<file path="src/rtl/csr_pkg.sv">
package csr_pkg;
  typedef enum logic [1:0] {
    ACT_NONE  = 2'b00,
    ACT_WRITE = 2'b01,
    ACT_SET   = 2'b10,
    ACT_CLEAR = 2'b11
  } csr_act_e;

  typedef enum logic [1:0] {
    ST_IDLE   = 2'b00,
    ST_MODIFY = 2'b01,
    ST_COMMIT = 2'b10
  } csr_state_e;

  localparam logic [11:0] A_MSTATUS  = 12'h300;
  localparam logic [11:0] A_MISA     = 12'h301;
  localparam logic [11:0] A_MTVEC    = 12'h305;
  localparam logic [11:0] A_MSCRATCH = 12'h340;
  localparam logic [11:0] A_MEPC     = 12'h341;
  localparam logic [11:0] A_MCAUSE   = 12'h342;
  localparam logic [11:0] A_IMPL     = 12'hF13;
  localparam logic [11:0] A_HART     = 12'hF14;

  localparam logic [31:0] STATUS_KEEP = 32'h0000_0088;
  localparam logic [31:0] ALIGN_KEEP  = 32'hFFFF_FFFC;
endpackage

</file>
<file path="src/rtl/csr_access_check.sv">
module csr_access_check #(
  parameter int AW = 12
) (
  input  logic [AW-1:0] addr_i,
  input  logic [1:0]    priv_i,
  input  logic          wr_i,
  output logic          fault_o
);
  logic read_only;
  logic too_low;

  // top two address bits 11 mark a read-only register
  assign read_only = (addr_i[AW-1:AW-2] == 2'b11);
  // next two bits give the least privilege allowed
  assign too_low   = (priv_i < addr_i[AW-3:AW-4]);
  assign fault_o   = too_low | (read_only & wr_i);
endmodule

</file>
<file path="src/rtl/csr_event_counter.sv">
module csr_event_counter #(
  parameter int W = 64
) (
  input  logic         clk_i,
  input  logic         rst_ni,
  input  logic         inc_i,
  output logic [W-1:0] cnt_o
);
  logic [W-1:0] cnt_q;

  always_ff @(posedge clk_i or negedge rst_ni) begin
    if (!rst_ni)    cnt_q <= '0;
    else if (inc_i) cnt_q <= cnt_q + W'(1);
  end

  assign cnt_o = cnt_q;
endmodule

</file>
<file path="src/rtl/csr_rmw_fsm.sv">
module csr_rmw_fsm
  import csr_pkg::*;
#(
  parameter int DW = 32,
  parameter int AW = 12
) (
  input  logic          clk_i,
  input  logic          rst_ni,
  input  logic          start_i,
  input  csr_act_e      act_i,
  input  logic [DW-1:0] old_i,
  input  logic [DW-1:0] opnd_i,
  input  logic [AW-1:0] addr_i,
  output logic          busy_o,
  output logic          wr_stb_o,
  output logic [AW-1:0] wr_addr_o,
  output logic [DW-1:0] wr_val_o
);
  csr_state_e    state_q, state_d;
  csr_act_e      act_q;
  logic [AW-1:0] addr_q;
  logic [DW-1:0] old_q, opnd_q, val_q, val_d;
  logic          ld_op, ld_val;

  always_comb begin
    state_d = state_q;
    case (state_q)
      ST_IDLE:   if (start_i) state_d = ST_MODIFY;
      ST_MODIFY: state_d = ST_COMMIT;
      default:   state_d = ST_IDLE;
    endcase
  end

  always_comb begin
    case (act_q)
      ACT_WRITE: val_d = opnd_q;
      ACT_SET:   val_d = old_q | opnd_q;
      ACT_CLEAR: val_d = old_q & ~opnd_q;
      default:   val_d = old_q;
    endcase
  end

  assign ld_op  = (state_q == ST_IDLE) & start_i;
  assign ld_val = (state_q == ST_MODIFY);

  always_ff @(posedge clk_i or negedge rst_ni) begin
    if (!rst_ni) state_q <= ST_IDLE;
    else         state_q <= state_d;
  end

  always_ff @(posedge clk_i or negedge rst_ni) begin
    if (!rst_ni) begin
      act_q  <= ACT_NONE;
      addr_q <= '0;
      old_q  <= '0;
      opnd_q <= '0;
    end else if (ld_op) begin
      act_q  <= act_i;
      addr_q <= addr_i;
      old_q  <= old_i;
      opnd_q <= opnd_i;
    end
  end

  always_ff @(posedge clk_i or negedge rst_ni) begin
    if (!rst_ni)     val_q <= '0;
    else if (ld_val) val_q <= val_d;
  end

  assign busy_o    = (state_q != ST_IDLE);
  assign wr_stb_o  = (state_q == ST_COMMIT);
  assign wr_addr_o = addr_q;
  assign wr_val_o  = val_q;
endmodule

</file>
<file path="src/rtl/csr_access_unit.sv">
module csr_access_unit
  import csr_pkg::*;
#(
  parameter int          XLEN     = 32,
  parameter int          CNT_W    = 64,
  parameter int          HART_ID  = 0,
  parameter logic [31:0] IMPL_ID  = 32'h0000_0001,
  parameter logic [31:0] MISA_VAL = 32'h4000_0100
) (
  input  logic            clk_i,
  input  logic            rst_ni,
  input  logic            op_valid_i,
  input  logic [2:0]      op_funct_i,
  input  logic            op_rd_en_i,
  input  logic            op_wr_en_i,
  input  logic [11:0]     op_addr_i,
  input  logic [XLEN-1:0] op_operand_i,
  input  logic [1:0]      priv_i,
  input  logic            retire_i,
  output logic [XLEN-1:0] rd_data_o,
  output logic            access_fault_o,
  output logic [XLEN-1:0] mstatus_o,
  output logic            irq_en_o
);
  localparam int AW    = 12;
  localparam int CNT_N = 2;
  localparam int ZIMM  = 5;

  csr_act_e        act;
  logic            fsm_busy, accept, fault, eff_wr, setclr, start, wr_stb;
  logic [XLEN-1:0] opnd, rd_val, wr_val, rd_q;
  logic [AW-1:0]   wr_addr;
  logic            fault_q;
  logic [XLEN-1:0] mstatus_q, mtvec_q, mscratch_q, mepc_q, mcause_q;
  logic [CNT_N-1:0] cnt_inc;
  logic [CNT_W-1:0] cnt_val [CNT_N];
  logic [63:0]     cnt_wide;
  logic            ctr_hit;

  // operation decode
  assign act    = csr_act_e'(op_funct_i[1:0]);
  assign opnd   = op_funct_i[2] ? XLEN'(op_operand_i[ZIMM-1:0]) : op_operand_i;
  assign setclr = (act == ACT_SET) || (act == ACT_CLEAR);
  assign eff_wr = op_wr_en_i && (act != ACT_NONE) && !(setclr && (opnd == '0));
  assign accept = op_valid_i && !fsm_busy;
  assign start  = accept && eff_wr && !fault;

  csr_access_check #(.AW(AW)) u_check (
    .addr_i  (op_addr_i),
    .priv_i  (priv_i),
    .wr_i    (eff_wr),
    .fault_o (fault)
  );

  // index 0 counts clocks, index 1 counts retired instructions
  assign cnt_inc = {retire_i, 1'b1};
  for (genvar g = 0; g < CNT_N; g++) begin : g_cnt
    csr_event_counter #(.W(CNT_W)) u_cnt (
      .clk_i  (clk_i),
      .rst_ni (rst_ni),
      .inc_i  (cnt_inc[g]),
      .cnt_o  (cnt_val[g])
    );
  end

  assign cnt_wide = 64'(cnt_val[op_addr_i[1]]);
  assign ctr_hit  = ((op_addr_i[11:8] == 4'hB) || (op_addr_i[11:8] == 4'hC)) &&
                    (op_addr_i[6:2] == 5'd0) && !op_addr_i[0];

  always_comb begin
    case (op_addr_i)
      A_MSTATUS:  rd_val = mstatus_q;
      A_MISA:     rd_val = XLEN'(MISA_VAL);
      A_MTVEC:    rd_val = mtvec_q;
      A_MSCRATCH: rd_val = mscratch_q;
      A_MEPC:     rd_val = mepc_q;
      A_MCAUSE:   rd_val = mcause_q;
      A_IMPL:     rd_val = XLEN'(IMPL_ID);
      A_HART:     rd_val = XLEN'(HART_ID);
      default:    rd_val = !ctr_hit     ? '0 :
                           op_addr_i[7] ? XLEN'(cnt_wide[63:32]) : XLEN'(cnt_wide[31:0]);
    endcase
  end

  csr_rmw_fsm #(.DW(XLEN), .AW(AW)) u_fsm (
    .clk_i     (clk_i),
    .rst_ni    (rst_ni),
    .start_i   (start),
    .act_i     (act),
    .old_i     (rd_val),
    .opnd_i    (opnd),
    .addr_i    (op_addr_i),
    .busy_o    (fsm_busy),
    .wr_stb_o  (wr_stb),
    .wr_addr_o (wr_addr),
    .wr_val_o  (wr_val)
  );

  always_ff @(posedge clk_i or negedge rst_ni) begin
    if (!rst_ni) begin
      rd_q    <= '0;
      fault_q <= 1'b0;
    end else begin
      fault_q <= accept & fault;
      if (accept && (fault || op_rd_en_i)) rd_q <= fault ? '0 : rd_val;
    end
  end

  always_ff @(posedge clk_i or negedge rst_ni) begin
    if (!rst_ni) begin
      mstatus_q  <= '0;
      mtvec_q    <= '0;
      mscratch_q <= '0;
      mepc_q     <= '0;
      mcause_q   <= '0;
    end else if (wr_stb) begin
      case (wr_addr)
        A_MSTATUS:  mstatus_q  <= wr_val & XLEN'(STATUS_KEEP);
        A_MTVEC:    mtvec_q    <= wr_val & XLEN'(ALIGN_KEEP);
        A_MSCRATCH: mscratch_q <= wr_val;
        A_MEPC:     mepc_q     <= wr_val & XLEN'(ALIGN_KEEP);
        A_MCAUSE:   mcause_q   <= wr_val;
        default:    ;
      endcase
    end
  end

  assign rd_data_o      = rd_q;
  assign access_fault_o = fault_q;
  assign mstatus_o      = mstatus_q;
  assign irq_en_o       = mstatus_q[3];
endmodule

</file>
<file path="config.mk">
export PLATFORM = sky130hd
export DESIGN_NAME = csr_access_unit
export DESIGN_NICKNAME = d
export VERILOG_FILES = /design/src/rtl/csr_pkg.sv /design/src/rtl/csr_access_check.sv /design/src/rtl/csr_event_counter.sv /design/src/rtl/csr_rmw_fsm.sv /design/src/rtl/csr_access_unit.sv
export SDC_FILE = /design/constraint.sdc
export NUM_CORES = 1
export LEC_CHECK = 0
export BUFFER_PORTS_ARGS = -buffer_cell sky130_fd_sc_hd__buf_4
export CAP_MARGIN = 20
export CORE_MARGIN = 10
export CORE_UTILIZATION = 50
export DETAILED_ROUTE_END_ITERATION = 12
export GPL_TIMING_DRIVEN = 1
export PLACE_DENSITY = 0.68
export SYNTH_ARGS = -nofsm -noshare
export SYNTH_HDL_FRONTEND = slang
export SYNTH_SLANG_ARGS = --single-unit
</file>
<file path="constraint.sdc">
create_clock -name clk_i -period 2.6 [get_ports clk_i]
set_input_delay 0.26 -clock clk_i [delete_from_list [all_inputs] [get_ports clk_i]]
set_output_delay 0.26 -clock clk_i [all_outputs]
set_load 0.01 [all_outputs]
</file>
**Word-level counts from Yosys, hierarchy flattened**

Cells that the tools add are included.
Widths: inputs -> output; s select.

- Logic and storage cells: 88
- Input bits: 55
- Bits in registers: 399
- Output and inout bits: 66

- Add/subtract/negate cells: 2
- Order comparisons: 2
- Bitwise gates (word level): 8
- Reductions and logical operators: 26
- Equal/unequal tests: 24
- Multiplexer cells: 11

Operators by type and width:

| kind | number |
|---|---|
| $pmux 32 s8 | 1 |
| $mux 64 | 3 |
| $eq 12x10->1 const B | 11 |
| $add 64x1->64 const B | 2 |
| $mux 32 | 4 |
| $pmux 32 s3 | 1 |
| $and 32x32->32 | 1 |
| $logic_not 32->1 | 1 |
| $not 32->32 | 1 |
| $or 32x32->32 | 1 |
| $eq 12x12->1 const B | 2 |
| $eq 2x2->1 const B | 6 |
| $reduce_and 2->1 | 5 |
| $logic_and 1x1->1 | 9 |
| $eq 4x4->1 const B | 2 |
| $logic_not 5->1 | 1 |
| $eq 2x1->1 const B | 2 |
| $logic_not 1->1 | 4 |
| $pmux 2 s2 | 1 |
| $reduce_bool 2->1 | 2 |
| $and 1x1->1 | 3 |
| $logic_or 1x1->1 | 3 |
| $ge 2x2->1 const B | 1 |
| $logic_not 2->1 | 1 |
| other kinds (5) | 5 |

**Logic depth before layout (Yosys ltp)**

- Word-level depth: 11
- Depth in mapped cells: 9
- Mapped depth without buffers: 7

**Hierarchy**

From an unflattened synthesis, not the netlist that was laid out.

- Cells, all modules: 1,763
- Area total of the unflattened synthesis: 20,379.5 um^2

By module, submodules not included:

| module | times used | sequential area each (um^2) | cells each | area an instance (um^2) |
|---|---|---|---|---|
| csr_access_unit | 1 | 3,978.8 | 804 | 9,282.7 |
| csr_event_counter | 2 | 1,601.5 | 285 | 3,098.0 |
| csr_rmw_fsm | 1 | 2,802.7 | 384 | 4,864.7 |
| csr_access_check | 1 | 0.0 | 5 | 36.3 |

**Least setup slack after synthesis**

OpenSTA, ideal clock, no wires.

- Path kind: register to register
- From: register u_fsm.state_q[0]
- To: register mscratch_q[10]
- Path slack: 0.482 ns
- Setup time: 0.125 ns
- Data arrival time: 1.993 ns
- Stages on the path, launching flop included: 7
- Path buffers: 1
- Period minus slack after synthesis: 2.118 ns
- Required time: 2.475 ns
- Cells stage by stage: dfrtp_1 -> nor4b_1 -> nand3_1 -> or3b_4 -> nor3_2 -> buf_4 -> mux2_2

- Longest elaborated chain between the ends: 2

RTL lines:

| item | RTL line | RTL |
|---|---|---|
| from (decl) | csr_rmw_fsm.sv:19 | `csr_state_e state_q, state_d;` |
| from (signal assigned) | csr_rmw_fsm.sv:48 | `else state_q <= state_d;` |
| $eq 2x2->1 | csr_rmw_fsm.sv:71 | `assign wr_stb_o = (state_q == ST_COMMIT);` |
| $reduce_and 2->1 (no source line) | - |  |
| to (signal assigned) | csr_access_unit.sv:120 | `A_MSCRATCH: mscratch_q <= wr_val;` |
| to (decl) | csr_access_unit.sv:34 | `logic [XLEN-1:0] mstatus_q, mtvec_q, mscratch_q, mepc_q, mcause_q;` |

No other way between the ends.
A chain may end at the register's enable or synchronous reset.

**Worst setup path in the final report**

- From: input op_operand_i[10]
- To: register u_fsm.opnd_q[24]

- Longest elaborated chain between the ends: 10
- Elaborated cells between the ends (all ways): 11
- Classes of those cells: mux: 1; bitwise: 3; reduce/logical: 7

RTL lines:

| item | RTL line | RTL |
|---|---|---|
| from (decl) | csr_access_unit.sv:17 | `input logic [XLEN-1:0] op_operand_i,` |
| $mux 32 (*) | csr_access_unit.sv:42 | `assign opnd = op_funct_i[2] ? XLEN'(op_operand_i[ZIMM-1:0]) : op_operand_i;` |
| $logic_not 32->1 (*) | csr_access_unit.sv:44 | `assign eff_wr = op_wr_en_i && (act != ACT_NONE) && !(setclr && (opnd == '0));` |
| $logic_and 1x1->1 (*) | csr_access_unit.sv:44 |  |
| $logic_not 1->1 (*) | csr_access_unit.sv:44 |  |
| $logic_and 1x1->1 (*) | csr_access_unit.sv:44 |  |
| $and 1x1->1 | csr_access_check.sv:16 | `assign fault_o = too_low \| (read_only & wr_i);` |
| $or 1x1->1 | csr_access_check.sv:16 |  |
| $logic_not 1->1 | csr_access_unit.sv:46 | `assign start = accept && eff_wr && !fault;` |
| $logic_and 1x1->1 (*) | csr_access_unit.sv:46 |  |
| $and 1x1->1 (*) | csr_rmw_fsm.sv:43 | `assign ld_op = (state_q == ST_IDLE) & start_i;` |
| to (signal assigned) | csr_rmw_fsm.sv:61 | `opnd_q <= opnd_i;` |
| to (decl) | csr_rmw_fsm.sv:22 | `logic [DW-1:0] old_q, opnd_q, val_q, val_d;` |

Every way passes the cells marked *; elsewhere a longest branch is shown, timed or not.

==> results by group <==
Route
  – Initial detailed-routing violation count: roughly 820
  – Routed via count: 13400
  – ANT nets after route: 0
  – DRC errors left: 0
  – Final wirelength: 49100 µm
  – Drt via density: 5.77
  – DRT Pass-1 Iters: 5
  – Drt wl/cell: 21.1 µm

Yosys
  – Most common cell in the netlist: dfrtp_1
  – Commonest cells in the netlist: dfrtp_1 (399), nand2_1 (211), mux2_2 (150), o21ai_0 (123), xnor2_1 (96)
  – Synth unique cells: 66
  – Top FF cell, synth: dfrtp_1
  – Count of warnings emitted by yosys: 0
  – Post-synthesis register bit count: around 400
  – Async S/R FF share, synth: 100%
  – Top post-synthesis cells by area: dfrtp_1 (53%), mux2_2 (8.9%), xnor2_1 (4.4%)
  – Seq/Total Area, Yosys: between 50% and 60%
  – Number of flops mapped to enable cells by yosys: 0
  – Mapped Cells: 1641
  – Avg Synthesized Cell Area: 11.5 µm²
  – Mapped Area: 18900 µm²
  – Yosys top cell area share: 52.7%
  – Yosys top cell by area: dfrtp_1

STA
  – Final period util: 92.3%
  – Slew @ Worst Pin: 674 ps
  – Final min period: 2400 ps
  – Final Hold Slack: around 11 ps
  – RSZ-0062 raised after global routing: false
  – # setup viols final: 0
  – Max-slew headroom: 55.1%
  – Clock Skews: about 19 ps
  – Max-slew violations: 0
  – Setup slack after layout: 200 ps
  – Hold Fails Final Rpt: 0
  – Fmax: 0.417 GHz

Finish
  – Final net count: 1838
  – # fillers: between 3000 and 4000
  – Syn-to-layout area delta: 17.1%
  – Fin area: between 20000 and 25000 µm²
  – Fin cells: 2324
  – Reg area: between 9000 and 10000 µm²
  – Layout cells sized above 1: 23.7%
  – Footprint of the multi-input gates: 8400 µm²

Power
  – Tot Pwr: 14.9 mW
  – Static leakage: 9.96 nW
  – P per Cell Area: 672 nW/µm²
  – VDD IR max: a little under 0.0005 V

Die
  – # IOs: 121
  – DIE WIDTH: 215 µm
  – Full die area: 46100 µm²
  – Core ar.: 37500 µm²
  – Chip height: 215 µm
  – Rows: 71
  – Starting Density: between 50% and 60%

Clock tree
  – CTS tree: yes
  – Clock sinks: 399
  – H-tree levels: 2
  – Root Buffer: clkbuf_16
  – Worst-path clk slew: 60 ps
  – Clk_lat worst skew: 560 ps
  – Clock Tree Buf Depth: 3
  – TritonCTS buffer count: 43

Placed design
  – Cells after DPL: 2211
  – Dpl ws: -1.52 ps
  – Post-detail-place hpwl: ~34000 µm
  – Port Buf Inserts: 90
  – Final GP Congestion: 0.876
  – Placement Cell Area: 20400 µm²

Setup path
  – Setup CP Type: in -> reg
  – Crit path arrival time: around 2800 ps
  – Crit end category: flop
  – Worst Path Required: 3020 ps
  – Crit path max fanout: 53
  – Startpoint Class: primary input

GRT
  – GR Overflow Total: 0
  – All-layer global routing usage: a little over a fifth
  – Vias in the first global route: 13700
  – Pin count of the biggest net entering global routing: 70
  – Initial antenna violation count: 1
  – First-pass GRT wire length: 78100 µm

Job
  – Max-Cap Viols: 0

Hold path
  – Worst hold path type: in -> reg

Outcome
  – Status: completed
-- flip-flops by register name (all words and copies together), names as in the netlist, 12 cells and up --
register           count
mtvec_q               30
mepc_q                30
g_cnt.u_cnt.cnt_o    128
u_fsm.wr_val_o        32
rd_data_o             32
u_fsm.old_q           32
u_fsm.opnd_q          32
u_fsm.wr_addr_o       12
mscratch_q            32
mcause_q              32
-- routing by layer --
layer	track usage (%)	routed length [µm]
met5	0	0
met4	6.05	930
met3	2.45	2350
met2	34.8	24000
met1	28.9	21900
-- cell type report --
class | count | share of cell area [%]
Antenna cell | 1 | 0.0113
Sequential cell | 399 | 45.0
Inverter | 12 | 0.203
Clock buffer | 58 | 5.66
Clock inverter | 19 | 0.795
Tap cell | 511 | 2.88
Timing Repair Buffer | 185 | 7.59
Multi-Input combinational cell | 1139 | 37.9
-- per-stage QoR --
stage               utilization, %  TNS (ps)
floorplan                        -         0
global placement              54.4         0
detailed placement            54.4     -1.52
CTS                           59.2         0
global route                  59.2         0
finish                        59.2         0
-- cell families after synthesis --
kind of cell | share of synthesized area, %
and+or+nand+nor | 14.1
DFF | 52.7
AOI/OAI and AO/OA | 9.02
muxes | 14.5
buffers and inverters | 3.72
xor gates and xnor gates | 5.78
adders and majority gates | 0.198
other | 0.0198
-- worst max-delay path, stage by stage --
cell and delay, ps:
dlygate4sd3_1 550, buf_4 140, nor4_1 500, nand4_1 210, o21a_1 230, o211ai_1 270
buf_12 260, buf_12 240, o21ai_0 130
-- final timing paths --
kind,from,end,slack [ps],cells past startpoint
worst min register to register,g_cnt[0].u_cnt.cnt_o[63],g_cnt[0].u_cnt.cnt_o[63],470,1
min in group asynchronous,rst_ni,u_fsm.opnd_q[9],250,2
worst max-delay path,op_operand_i[10],u_fsm.opnd_q[24],200,9
worst max register to register,u_fsm.state_q[0],mepc_q[26],290,6
max in group asynchronous,rst_ni,rd_data_o[28],1430,3
worst min-delay path,op_operand_i[29],u_fsm.opnd_q[29],10,3
-- power breakdown --
group	leakage (nW)	internal, mW	switching (mW)
Sequential	5.48	6.60	0.539
Combinational	3.76	0.685	0.846
Clock	0.719	3.68	2.56
-- layout by cell type (no fill, tap or decap), types with 32 or more instances in the layout --
cell type,instances
mux2_2,150
o21ai_0,123
nand4_1,43
o221ai_1,32
mux4_2,32
dlygate4sd3_1,35
dfrtp_1,399
nand2_1,211
buf_4,133
nor2_1,39
clkbuf_16,45
xnor2_1,96
nand3_1,52
nand2b_1,32
-- repair_timing --
action                                 4_1_cts  5_1_grt
buffers inserted                             0        0
setup endpoints to repair                    0        6
hold buffers                                35        0
endpoints found under the hold margin       92        0
gates resized for setup                      0        1
No activity file was read; power rests on OpenSTA's default activity.
